### config.mk
export PLATFORM = sky130hd
export DESIGN_NAME = qpulse_prog_seq
export DESIGN_NICKNAME = d
export VERILOG_FILES = /design/src/rtl/qpulse_pkg.sv /design/src/rtl/qpulse_dpath.sv /design/src/rtl/qpulse_ctrl.sv /design/src/rtl/qpulse_prog_seq.sv
export SDC_FILE = /design/constraint.sdc
export NUM_CORES = 1
export LEC_CHECK = 0
export CAP_MARGIN = 20
export CORE_ASPECT_RATIO = 0.6
export CORE_MARGIN = 3
export CORE_UTILIZATION = 49
export CTS_BUF_LIST = sky130_fd_sc_hd__clkbuf_4 sky130_fd_sc_hd__clkbuf_8
export CTS_CLUSTER_DIAMETER = 80
export DETAILED_ROUTE_END_ITERATION = 10
export PLACE_DENSITY = 0.9
export SLEW_MARGIN = 20
export SYNTH_ARGS = -nofsm -noshare
export SYNTH_HDL_FRONTEND = slang
export SYNTH_SLANG_ARGS = --single-unit
### constraint.sdc
create_clock -name clk -period 2.87 [get_ports clk]
set_input_delay 0.4305 -clock clk [delete_from_list [all_inputs] [get_ports clk]]
set_output_delay 0.4305 -clock clk [all_outputs]
set_load 0.005 [all_outputs]
### src/rtl/qpulse_pkg.sv
`timescale 1ns/1ps
package qpulse_pkg;

  localparam int BYTE_W = 8;

  localparam logic [BYTE_W-1:0] CMD_SETUP_PROG  = 8'h40;
  localparam logic [BYTE_W-1:0] CMD_PROG_VERIFY = 8'hC0;
  localparam logic [BYTE_W-1:0] CMD_READ_ARRAY  = 8'h00;

  typedef enum logic [3:0] {
    ST_IDLE,
    ST_WAIT_SUP,
    ST_SETUP,
    ST_PROG,
    ST_PULSE,
    ST_VERIFY,
    ST_RECOV,
    ST_READ,
    ST_EXIT
  } seqState_t;

  typedef enum logic [1:0] {
    WSEL_SETUP,
    WSEL_DATA,
    WSEL_VERIFY,
    WSEL_READMODE
  } wrSel_t;

  // strobes from control to datapath
  typedef struct packed {
    logic   loadRange;
    logic   clrPulse;
    logic   incPulse;
    logic   incAddr;
    logic   loadPulseTmr;
    logic   loadRecovTmr;
    logic   tickTmr;
    logic   latchFail;
    wrSel_t wrSel;
  } dpCtrl_t;

  // status from datapath to control
  typedef struct packed {
    logic tmrZero;
    logic atEnd;
    logic pulseLast;
    logic dataMatch;
  } dpStat_t;

endpackage

### src/rtl/qpulse_dpath.sv
`timescale 1ns/1ps
module qpulse_dpath
  import qpulse_pkg::*;
#(
  parameter int AW         = 17,
  parameter int PULSE_CYC  = 1250,
  parameter int RECOV_CYC  = 750,
  parameter int MAX_PULSES = 25
) (
  input  logic              clk,
  input  logic              rstN,
  input  dpCtrl_t           ctrl,
  output dpStat_t           stat,
  input  logic [AW-1:0]     startAddr,
  input  logic [AW-1:0]     endAddr,
  input  logic [BYTE_W-1:0] srcData,
  input  logic [BYTE_W-1:0] busRData,
  output logic [AW-1:0]     busAddr,
  output logic [BYTE_W-1:0] busWData,
  output logic [AW-1:0]     srcAddr,
  output logic [AW-1:0]     failAddr
);

  localparam int LONGEST = (PULSE_CYC > RECOV_CYC) ? PULSE_CYC : RECOV_CYC;
  localparam int TW      = $clog2(LONGEST + 1);
  localparam int PW      = $clog2(MAX_PULSES + 1);
  localparam logic [TW-1:0] PULSE_LOAD = TW'(PULSE_CYC - 1);
  localparam logic [TW-1:0] RECOV_LOAD = TW'(RECOV_CYC - 1);
  localparam logic [PW-1:0] LAST_TRY   = PW'(MAX_PULSES - 1);

  logic [AW-1:0] curAddr;
  logic [AW-1:0] lastAddr;
  logic [PW-1:0] pulseCnt;
  logic [TW-1:0] tmr;
  logic [AW-1:0] failAddrQ;

  // address walk over the latched range
  always_ff @(posedge clk or negedge rstN) begin
    if (!rstN) begin
      curAddr  <= '0;
      lastAddr <= '0;
    end else if (ctrl.loadRange) begin
      curAddr  <= startAddr;
      lastAddr <= endAddr;
    end else if (ctrl.incAddr) begin
      curAddr  <= curAddr + AW'(1);
    end
  end

  // attempts spent on the current byte
  always_ff @(posedge clk or negedge rstN) begin
    if (!rstN) begin
      pulseCnt <= '0;
    end else if (ctrl.clrPulse) begin
      pulseCnt <= '0;
    end else if (ctrl.incPulse) begin
      pulseCnt <= pulseCnt + PW'(1);
    end
  end

  // shared down-counter for the programming and recovery waits
  always_ff @(posedge clk or negedge rstN) begin
    if (!rstN) begin
      tmr <= '0;
    end else if (ctrl.loadPulseTmr) begin
      tmr <= PULSE_LOAD;
    end else if (ctrl.loadRecovTmr) begin
      tmr <= RECOV_LOAD;
    end else if (ctrl.tickTmr) begin
      tmr <= tmr - TW'(1);
    end
  end

  always_ff @(posedge clk or negedge rstN) begin
    if (!rstN) begin
      failAddrQ <= '0;
    end else if (ctrl.latchFail) begin
      failAddrQ <= curAddr;
    end
  end

  always_comb begin
    unique case (ctrl.wrSel)
      WSEL_SETUP:    busWData = CMD_SETUP_PROG;
      WSEL_DATA:     busWData = srcData;
      WSEL_VERIFY:   busWData = CMD_PROG_VERIFY;
      WSEL_READMODE: busWData = CMD_READ_ARRAY;
      default:       busWData = CMD_READ_ARRAY;
    endcase
  end

  assign busAddr  = curAddr;
  assign srcAddr  = curAddr;
  assign failAddr = failAddrQ;

  assign stat.tmrZero   = (tmr == '0);
  assign stat.atEnd     = (curAddr == lastAddr);
  assign stat.pulseLast = (pulseCnt == LAST_TRY);
  assign stat.dataMatch = (busRData == srcData);

endmodule

### src/rtl/qpulse_ctrl.sv
`timescale 1ns/1ps
module qpulse_ctrl
  import qpulse_pkg::*;
(
  input  logic    clk,
  input  logic    rstN,
  input  logic    startReq,
  input  logic    supplyReady,
  input  logic    busAck,
  input  dpStat_t stat,
  output dpCtrl_t ctrl,
  output logic    busReq,
  output logic    busWrite,
  output logic    busy,
  output logic    done,
  output logic    progErr
);

  seqState_t state;
  seqState_t stateNext;
  logic      errPend;
  logic      errPendNext;
  logic      doneNext;
  logic      progErrNext;

  always_comb begin
    stateNext   = state;
    errPendNext = errPend;
    doneNext    = 1'b0;
    progErrNext = 1'b0;
    ctrl        = '0;
    ctrl.wrSel  = WSEL_SETUP;
    busReq      = 1'b0;
    busWrite    = 1'b0;

    unique case (state)
      ST_IDLE: begin
        if (startReq) begin
          ctrl.loadRange = 1'b1;
          stateNext      = ST_WAIT_SUP;
        end
      end

      ST_WAIT_SUP: begin
        if (supplyReady) begin
          ctrl.clrPulse = 1'b1;
          stateNext     = ST_SETUP;
        end
      end

      ST_SETUP: begin
        busReq     = 1'b1;
        busWrite   = 1'b1;
        ctrl.wrSel = WSEL_SETUP;
        if (busAck) stateNext = ST_PROG;
      end

      ST_PROG: begin
        busReq     = 1'b1;
        busWrite   = 1'b1;
        ctrl.wrSel = WSEL_DATA;
        if (busAck) begin
          ctrl.loadPulseTmr = 1'b1;
          stateNext         = ST_PULSE;
        end
      end

      ST_PULSE: begin
        if (stat.tmrZero) stateNext = ST_VERIFY;
        else              ctrl.tickTmr = 1'b1;
      end

      ST_VERIFY: begin
        busReq     = 1'b1;
        busWrite   = 1'b1;
        ctrl.wrSel = WSEL_VERIFY;
        if (busAck) begin
          ctrl.loadRecovTmr = 1'b1;
          stateNext         = ST_RECOV;
        end
      end

      ST_RECOV: begin
        if (stat.tmrZero) stateNext = ST_READ;
        else              ctrl.tickTmr = 1'b1;
      end

      ST_READ: begin
        busReq = 1'b1;
        if (busAck) begin
          if (stat.dataMatch) begin
            if (stat.atEnd) begin
              errPendNext = 1'b0;
              stateNext   = ST_EXIT;
            end else begin
              ctrl.incAddr  = 1'b1;
              ctrl.clrPulse = 1'b1;
              stateNext     = ST_SETUP;
            end
          end else if (stat.pulseLast) begin
            errPendNext = 1'b1;
            stateNext   = ST_EXIT;
          end else begin
            ctrl.incPulse = 1'b1;
            stateNext     = ST_SETUP;
          end
        end
      end

      ST_EXIT: begin
        busReq     = 1'b1;
        busWrite   = 1'b1;
        ctrl.wrSel = WSEL_READMODE;
        if (busAck) begin
          ctrl.latchFail = errPend;
          doneNext       = !errPend;
          progErrNext    = errPend;
          stateNext      = ST_IDLE;
        end
      end

      default: stateNext = ST_IDLE;
    endcase
  end

  always_ff @(posedge clk or negedge rstN) begin
    if (!rstN) begin
      state   <= ST_IDLE;
      errPend <= 1'b0;
      done    <= 1'b0;
      progErr <= 1'b0;
    end else begin
      state   <= stateNext;
      errPend <= errPendNext;
      done    <= doneNext;
      progErr <= progErrNext;
    end
  end

  assign busy = (state != ST_IDLE);

endmodule

### src/rtl/qpulse_prog_seq.sv
`timescale 1ns/1ps
module qpulse_prog_seq
  import qpulse_pkg::*;
#(
  parameter int AW         = 17,
  parameter int PULSE_CYC  = 1250,
  parameter int RECOV_CYC  = 750,
  parameter int MAX_PULSES = 25
) (
  input  logic              clk,
  input  logic              rstN,
  input  logic              startReq,
  input  logic [AW-1:0]     startAddr,
  input  logic [AW-1:0]     endAddr,
  input  logic              supplyReady,
  output logic [AW-1:0]     srcAddr,
  input  logic [BYTE_W-1:0] srcData,
  output logic              busReq,
  output logic              busWrite,
  output logic [AW-1:0]     busAddr,
  output logic [BYTE_W-1:0] busWData,
  input  logic              busAck,
  input  logic [BYTE_W-1:0] busRData,
  output logic              busy,
  output logic              done,
  output logic              progErr,
  output logic [AW-1:0]     failAddr
);

  dpCtrl_t dpCtrl;
  dpStat_t dpStat;

  qpulse_ctrl u_ctrl (
    .clk         (clk),
    .rstN        (rstN),
    .startReq    (startReq),
    .supplyReady (supplyReady),
    .busAck      (busAck),
    .stat        (dpStat),
    .ctrl        (dpCtrl),
    .busReq      (busReq),
    .busWrite    (busWrite),
    .busy        (busy),
    .done        (done),
    .progErr     (progErr)
  );

  qpulse_dpath #(
    .AW         (AW),
    .PULSE_CYC  (PULSE_CYC),
    .RECOV_CYC  (RECOV_CYC),
    .MAX_PULSES (MAX_PULSES)
  ) u_dpath (
    .clk       (clk),
    .rstN      (rstN),
    .ctrl      (dpCtrl),
    .stat      (dpStat),
    .startAddr (startAddr),
    .endAddr   (endAddr),
    .srcData   (srcData),
    .busRData  (busRData),
    .busAddr   (busAddr),
    .busWData  (busWData),
    .srcAddr   (srcAddr),
    .failAddr  (failAddr)
  );

endmodule

==> out/metrics.csv, run 1 <==
metric,value,unit
status,completed,
switching_power,1673,uW
track_usage,25.64,%
cap_viol_max_count,0,
ant_nets,0,
fmax,362.5,MHz
holdBufCountCts,0,
rsz0062_at_grt,false,
worstHoldPathType,primary input to async pin,
slew_headroom,39.03,%
io_pins,119,
fp.dieW,124.3,um
synthesis.area,4118,um2
met3_usage,6.472,%
fin_hold_ws,0.1824,ns
fill_cells,609,
avgSynthCellArea,8.780,um2
first_iter_violations,401,
final_common_cell,nand2_1,
clk_pin_slew,0.07,ns
worstSetupPathType,register to output port,
rows,25,
wl_per_cell,17.64,um
antenna_found_initial,0,
ys_types,49,
diodes,0,
dr_total_vias,3818,
synthFlopType,dfrtp_1,
drt_wl_total,12120,um
finish.utilization,69.36,%
cts_num_sinks,74,
ys_ff_latch,74,
synth_edf_count,0,
finalInstanceArea,5554,um2
layout-drive-gt1-share,7.254,%
die_area,9576,um2
cts_buffers,9,
routabilityCongestion,0.9550,
start_kind,register,
core_area,8008,um2
areaGrowthSynthToFinish,34.88,%
comb_power_share,40.7,%
finClkSkew,0.01373,ns
p_seq_share,39.3,%
initial_core_util,51.42,%
hpwl,9022,um
io_buffers,118,
postPlaceCellArea,5331,um2
pwr_density_cell,806.1,nW/um2
routed_via_density,5.557,
p_int,2805,uW
clock_latency,0.37,ns
fin_crit,2.758,ns
cp_max_fo,15,
swShare,37.36,%
tns,0,ns
dp_cells,671,
worst_pin_slew,0.9146,ns
maxSlewViolCount,0,
nNetsFinal,634,
clk_path_buf_depth,2,
final-hold-violation-count,0,
vdd_ir_drop_max,0.0007202,V
busiest_layer,met2,
crit_required,2.44,ns
cts_tree,built,
critPathArrivalTime,2.33,ns
async_flop_share,100.0,%
first_pass_iters,5,
grt_max_degree,75,
finalNonFillerCells,687,
fin_crit_sh,96.11,%
ctsRootBufferMaster,clkbuf_8,
synth_seq_area_share,44.97,%
final_cell_mix,"nand2_1 (127), clkdlybuf4s50_1 (117), dfrtp_1 (74), nor2_1 (23), xnor2_1 (23)",
grt_pass1_wl,19260,um
finalSetupViolCount,0,
met2_usage,40.84,%
grt-ovfl-total,0,
met1_usage,34.46,%
chipHeight,77.01,um
p_leak,0.002493,uW
power_frac_clock,20.0,%
h-tree-depth,3,
grt_pass1_vias,3760,
syn-num-nets,529,
cp-end-kind,output port,
cts_setup_buffers,0,
yosysWarnings,0,
synth_cells,469,
drc,0,
[kinds of logic (layout without fill, tap and decap cells)]
kind of cell,Yosys count,count (layout),synth area share [%]
AO/OA/AOI/OAI,45,45,7.324
XOR/XNOR,44,44,9.359
adder cells (fa/ha/maj),5,5,1.519
buffers and inverters,49,159,6.077
flip-flops,74,74,44.97
multiplexers,13,13,3.221
AND/OR/NAND/NOR,239,239,27.53
[power groups by stage]
stage / Sequential [uW] / Clock [uW] / Combinational [uW]
4_1_cts: 1740 / 904 / 1820
3_3_place_gp: 1720 / 0 / 1720
6_report: 1760 / 894 / 1820
2_1_floorplan: 1640 / 0 / 1090
5_1_grt: 1790 / 951 / 1990
3_5_place_dp: 1750 / 0 / 1790
[state kept, by name, summed over array words and instances, names as in the netlist]
register          count
u_ctrl.progErr        1
u_ctrl.done           1
u_ctrl.errPend        1
u_dpath.lastAddr     17
u_dpath.busAddr      17
u_dpath.failAddr     17
u_ctrl.state          4
u_dpath.tmr          11
u_dpath.pulseCnt      5
[cell usage after synthesis, drive strengths merged, types with 2 or more instances]
library cell	number	area, um2
a21oi	11	55.05
mux2	2	22.52
nand4	6	37.54
or3	2	12.51
nand2	127	476.7
nor4	8	50.05
nand3	14	70.07
and3	4	25.02
nor3b	3	22.52
inv	12	45.04
or2	2	12.51
buf	23	152.6
mux2i	11	110.1
xor2	21	183.9
o21ai	13	68.82
a22oi	3	22.52
nor4b	4	41.29
nand2b	6	37.54
and2	14	87.59
nor2b	6	37.54
dfrtp	74	1852
xnor2	23	201.4
o211ai	7	62.56
clkbuf	14	52.55
nor3	13	76.33
ha	5	62.56
nor2	23	86.33
or4	4	30.03
[worst max-delay path, cell delays in order (launching register included)]
cell	delay, ns
dfrtp_1	0.55
nor4b_2	0.62
o21bai_1	0.25
clkdlybuf4s50_1	0.55
[path summary, 6_finish.rpt]
path / from / end / slack, ns / cells after the start
setup / recovery: u_ctrl.state[0]$_DFFE_PN0P_ / busReq / 0.11 / 3
hold / removal: rstN / u_dpath.tmr[1]$_DFFE_PN0P_ / 0.18 / 1
setup reg to reg: u_dpath.busAddr[7]$_DFFE_PN0P_ / u_dpath.pulseCnt[2]$_DFFE_PN0P_ / 0.33 / 6
hold reg to reg: u_dpath.failAddr[10]$_DFFE_PN0P_ / u_dpath.failAddr[10]$_DFFE_PN0P_ / 0.48 / 2
max in group asynchronous: rstN / u_dpath.busAddr[10]$_DFFE_PN0P_ / 2.08 / 1
min in group clk: u_dpath.failAddr[10]$_DFFE_PN0P_ / u_dpath.failAddr[10]$_DFFE_PN0P_ / 0.48 / 2
[stage by stage]
stage,setup WS [ns],power (uW)
floorplan,0.7967,2731
global placement,0.2521,3442
detailed placement,0.2169,3542
CTS,0.1316,4469
global route,0.003184,4730
finish,0.1117,4477
[layer usage]
metal / routed length, um / part of all wire, %
met2: 5646 / 47
met4: 202 / 1.7
met1: 5125 / 42
met3: 1142 / 9.4
met5: 0 / 0
[final cells by class]
cell class | instances | area [um2] | share of cell area, %
well taps | 108 | 135.1 | 2.433
repair buffers | 131 | 1276 | 22.98
clock buffers | 9 | 123.9 | 2.230
multi-input cells | 346 | 2028 | 36.52
inverters | 12 | 45.04 | 0.8110
clock inverters | 7 | 93.84 | 1.690
flip-flops and latches | 74 | 1852 | 33.34
[what timing repair did]
item / 4_1_cts / 5_1_grt
endpoints found under the hold margin: 0 / 0
endpoints found under the setup margin: 6 / 0
resized for setup: 1 / 0
Power figures use the tool's default switching activity.
==> run 2, diff against run 1 <==
--- a/config.mk
+++ b/config.mk
@@ -11,6 +11,7 @@
 export CORE_UTILIZATION = 49
 export CTS_BUF_LIST = sky130_fd_sc_hd__clkbuf_4 sky130_fd_sc_hd__clkbuf_8
 export CTS_CLUSTER_DIAMETER = 80
+export CTS_CLUSTER_SIZE = 20
 export DETAILED_ROUTE_END_ITERATION = 10
 export PLACE_DENSITY = 0.9
 export SLEW_MARGIN = 20
==> results of run 2 <==
The final DEF is identical to that of run 1; final timing and power are the same.
==> run 3, diff against run 2 <==
--- a/config.mk
+++ b/config.mk
@@ -13,8 +13,9 @@
 export CTS_CLUSTER_DIAMETER = 80
 export CTS_CLUSTER_SIZE = 20
 export DETAILED_ROUTE_END_ITERATION = 10
-export PLACE_DENSITY = 0.9
+export PLACE_DENSITY = 0.91
 export SLEW_MARGIN = 20
 export SYNTH_ARGS = -nofsm -noshare
 export SYNTH_HDL_FRONTEND = slang
+export SYNTH_HIERARCHICAL = 1
 export SYNTH_SLANG_ARGS = --single-unit
==> out/metrics.csv, run 3 <==
metric,value,unit
fp.dieW,122.8,um
clk_path_buf_depth,2,
cp-end-kind,register,
slew_headroom,52.72,%
synth.most_common_cell,dfrtp_1,
fin_crit_sh,100.8,%
cp_max_fo,6,
start_kind,primary input,
final_cell_mix,"clkdlybuf4s50_1 (117), dfrtp_1 (70), mux2_2 (35), nand2_1 (30), xnor2_1 (28)",
synth_area_leaders,"dfrtp_1 (46%), mux2_2 (9.8%), xnor2_1 (6.1%)",
synthFlopType,dfrtp_1,
io_pins,119,
multi_input_area,1947,um2
worstHoldPathType,primary input to async pin,
crit_required,3.13,ns
r2r_start,u_dpath/busAddr[2]$_DFFE_PN0P_,
chipHeight,76.05,um
finalSetupViolCount,1,
cts_tree,built,
first_iter_violations,394,
die_area,9336,um2
wl_per_cell,19.51,um
io_buffers,118,
vdd_ir_drop_max,0.0005214,V
fin_hold_ws,0.03108,ns
rrSetupSlack,0.06,ns
p_leak,0.002322,uW
synth_seq_area_share,46.21,%
cp-endpoint,u_dpath/busAddr[11]$_DFFE_PN0P_,
layout-drive-gt1-share,19.69,%
rr_endpoint,u_dpath/busAddr[11]$_DFFE_PN0P_,
routed_via_density,5.717,
yosys.area.top_type_share,46.21,%
finClkSkew,0.007606,ns
first_pass_iters,6,
fin_crit,2.894,ns
finish.utilization,74.19,%
synth_cells,384,
final_common_cell,clkdlybuf4s50_1,
rr_worst_depth,9,
busiest_layer,met2,
pwr_density_cell,880.3,nW/um2
track_usage,25.73,%
areaGrowthSynthToFinish,40.65,%
met1_usage,35.77,%
setup_ws,-0.02366,ns
ys_types,46,
synth_edf_count,0,
final-hold-violation-count,0,
nNetsFinal,562,
synth.largest_area_cell,dfrtp_1,
rows,24,
h-tree-depth,3,
antenna_found_initial,0,
dr_total_vias,3499,
core_area,7597,um2
grt_max_degree,54,
ant_nets,0,
grt-ovfl-total,0,
fill_cells,469,
ys_ff_latch,74,
diodes,0,
cts_num_sinks,74,
violations,setup timing,
met2_usage,38.75,%
yosysWarnings,6,
synthesis.area,4008,um2
cts_buffers,9,
fmax,345.6,MHz
maxSlewViolCount,0,
routabilityCongestion,0.9599,
met3_usage,9.421,%
finalInstanceArea,5637,um2
postPlaceCellArea,5325,um2
register_area,1857,um2
clk_pin_slew,0.08,ns
avgSynthCellArea,10.44,um2
async_flop_share,100.0,%
grt_pass1_vias,3364,
initial_core_util,52.75,%
status,"finished, violations left",
critPathArrivalTime,3.15,ns
hpwl,8731,um
worst_pin_slew,0.7027,ns
worstSetupPathType,primary input to register,
drc,0,
grt_pass1_wl,18340,um
startpoint,srcData[0],
synth_common_cells,"dfrtp_1 (74), mux2_2 (35), nand2_1 (30), xnor2_1 (28), xor2_1 (27)",
ctsRootBufferMaster,clkbuf_8,
rsz0062_at_grt,true,
syn-num-nets,443,
clock_latency,0.36,ns
cap_viol_max_count,0,
drt_wl_total,11940,um
## run 3: critical path, cell delays in order
cell and delay [ns]:
clkdlybuf4s50_1 0.50, xnor2_1 0.14, nand4_1 0.15, nor2_1 0.20
inv_1 0.10, nor4_2 0.34, buf_4 0.21, nand4_1 0.26
nor4_1 0.43, xnor2_1 0.14, o21ai_1 0.24
## run 3: timing repair
item,CTS,global route
resized for setup,4,11
gates cloned,0,0
endpoints found under the setup margin,7,18
buffers inserted,0,0
hold buffers,0,0
## run 3: cells by family after synthesis
kind of cell,Yosys count,synth area share [%]
AO/OA/AOI/OAI,39,5.932
XOR/XNOR,55,12.02
adder cells (fa/ha/maj),4,1.249
buffers and inverters,52,6.744
flip-flops,74,46.21
multiplexers,39,10.83
AND/OR/NAND/NOR,121,17.02
## run 3: worst min-delay path by stage
stage / startpoint / to / slack [ns] / cells after the start
finish: rstN / u_dpath/failAddr[4]$_DFFE_PN0P_ / 0.03 / 1
global placement: rstN / u_dpath/failAddr[5]$_DFFE_PN0P_ / 0.41 / 1
global route: rstN / u_dpath/failAddr[3]$_DFFE_PN0P_ / 0.05 / 1
CTS: rstN / u_dpath/failAddr[3]$_DFFE_PN0P_ / 0.03 / 1
floorplan: rstN / u_ctrl/done$_DFF_PN0_ / 0.13 / 0
detailed placement: rstN / u_dpath/failAddr[5]$_DFFE_PN0P_ / 0.42 / 1
## run 3: layer usage
metal  part of all wire, %  wire, um  up-vias
li1                      -         -     1554
met1                    42      5051     1713
met2                    46      5461      199
met3                    10      1196       33
met4                   2.0       233        0
met5                     0         0        -
## run 3: layout make-up
cell class | instances | area share, %
multi-input cells | 258 | 34.54
flip-flops and latches | 74 | 32.94
repair buffers | 146 | 24.82
clock buffers | 12 | 2.708
well taps | 104 | 2.309
clock inverters | 4 | 1.754
inverters | 14 | 0.9323
## run 3: through the flow
step | worst slack [ns] | power, uW | cells | TNS (ns)
finish | -0.02366 | 4962 | 612 | -0.02366
global placement | -0.1561 | 3736 | 596 | -0.1903
global route | -0.08698 | 5242 | 612 | -0.1430
floorplan | 0.06165 | 2862 | 384 | 0
CTS | 0.04394 | 4893 | 612 | 0
detailed placement | -0.2626 | 3861 | 596 | -1.181
## run 3: power breakdown
part           switching [uW]  internal [uW]  total [uW]
clock                     376            622         998
sequential                417           1370        1790
combinational             984           1190        2170
total                    1780           3190        4960
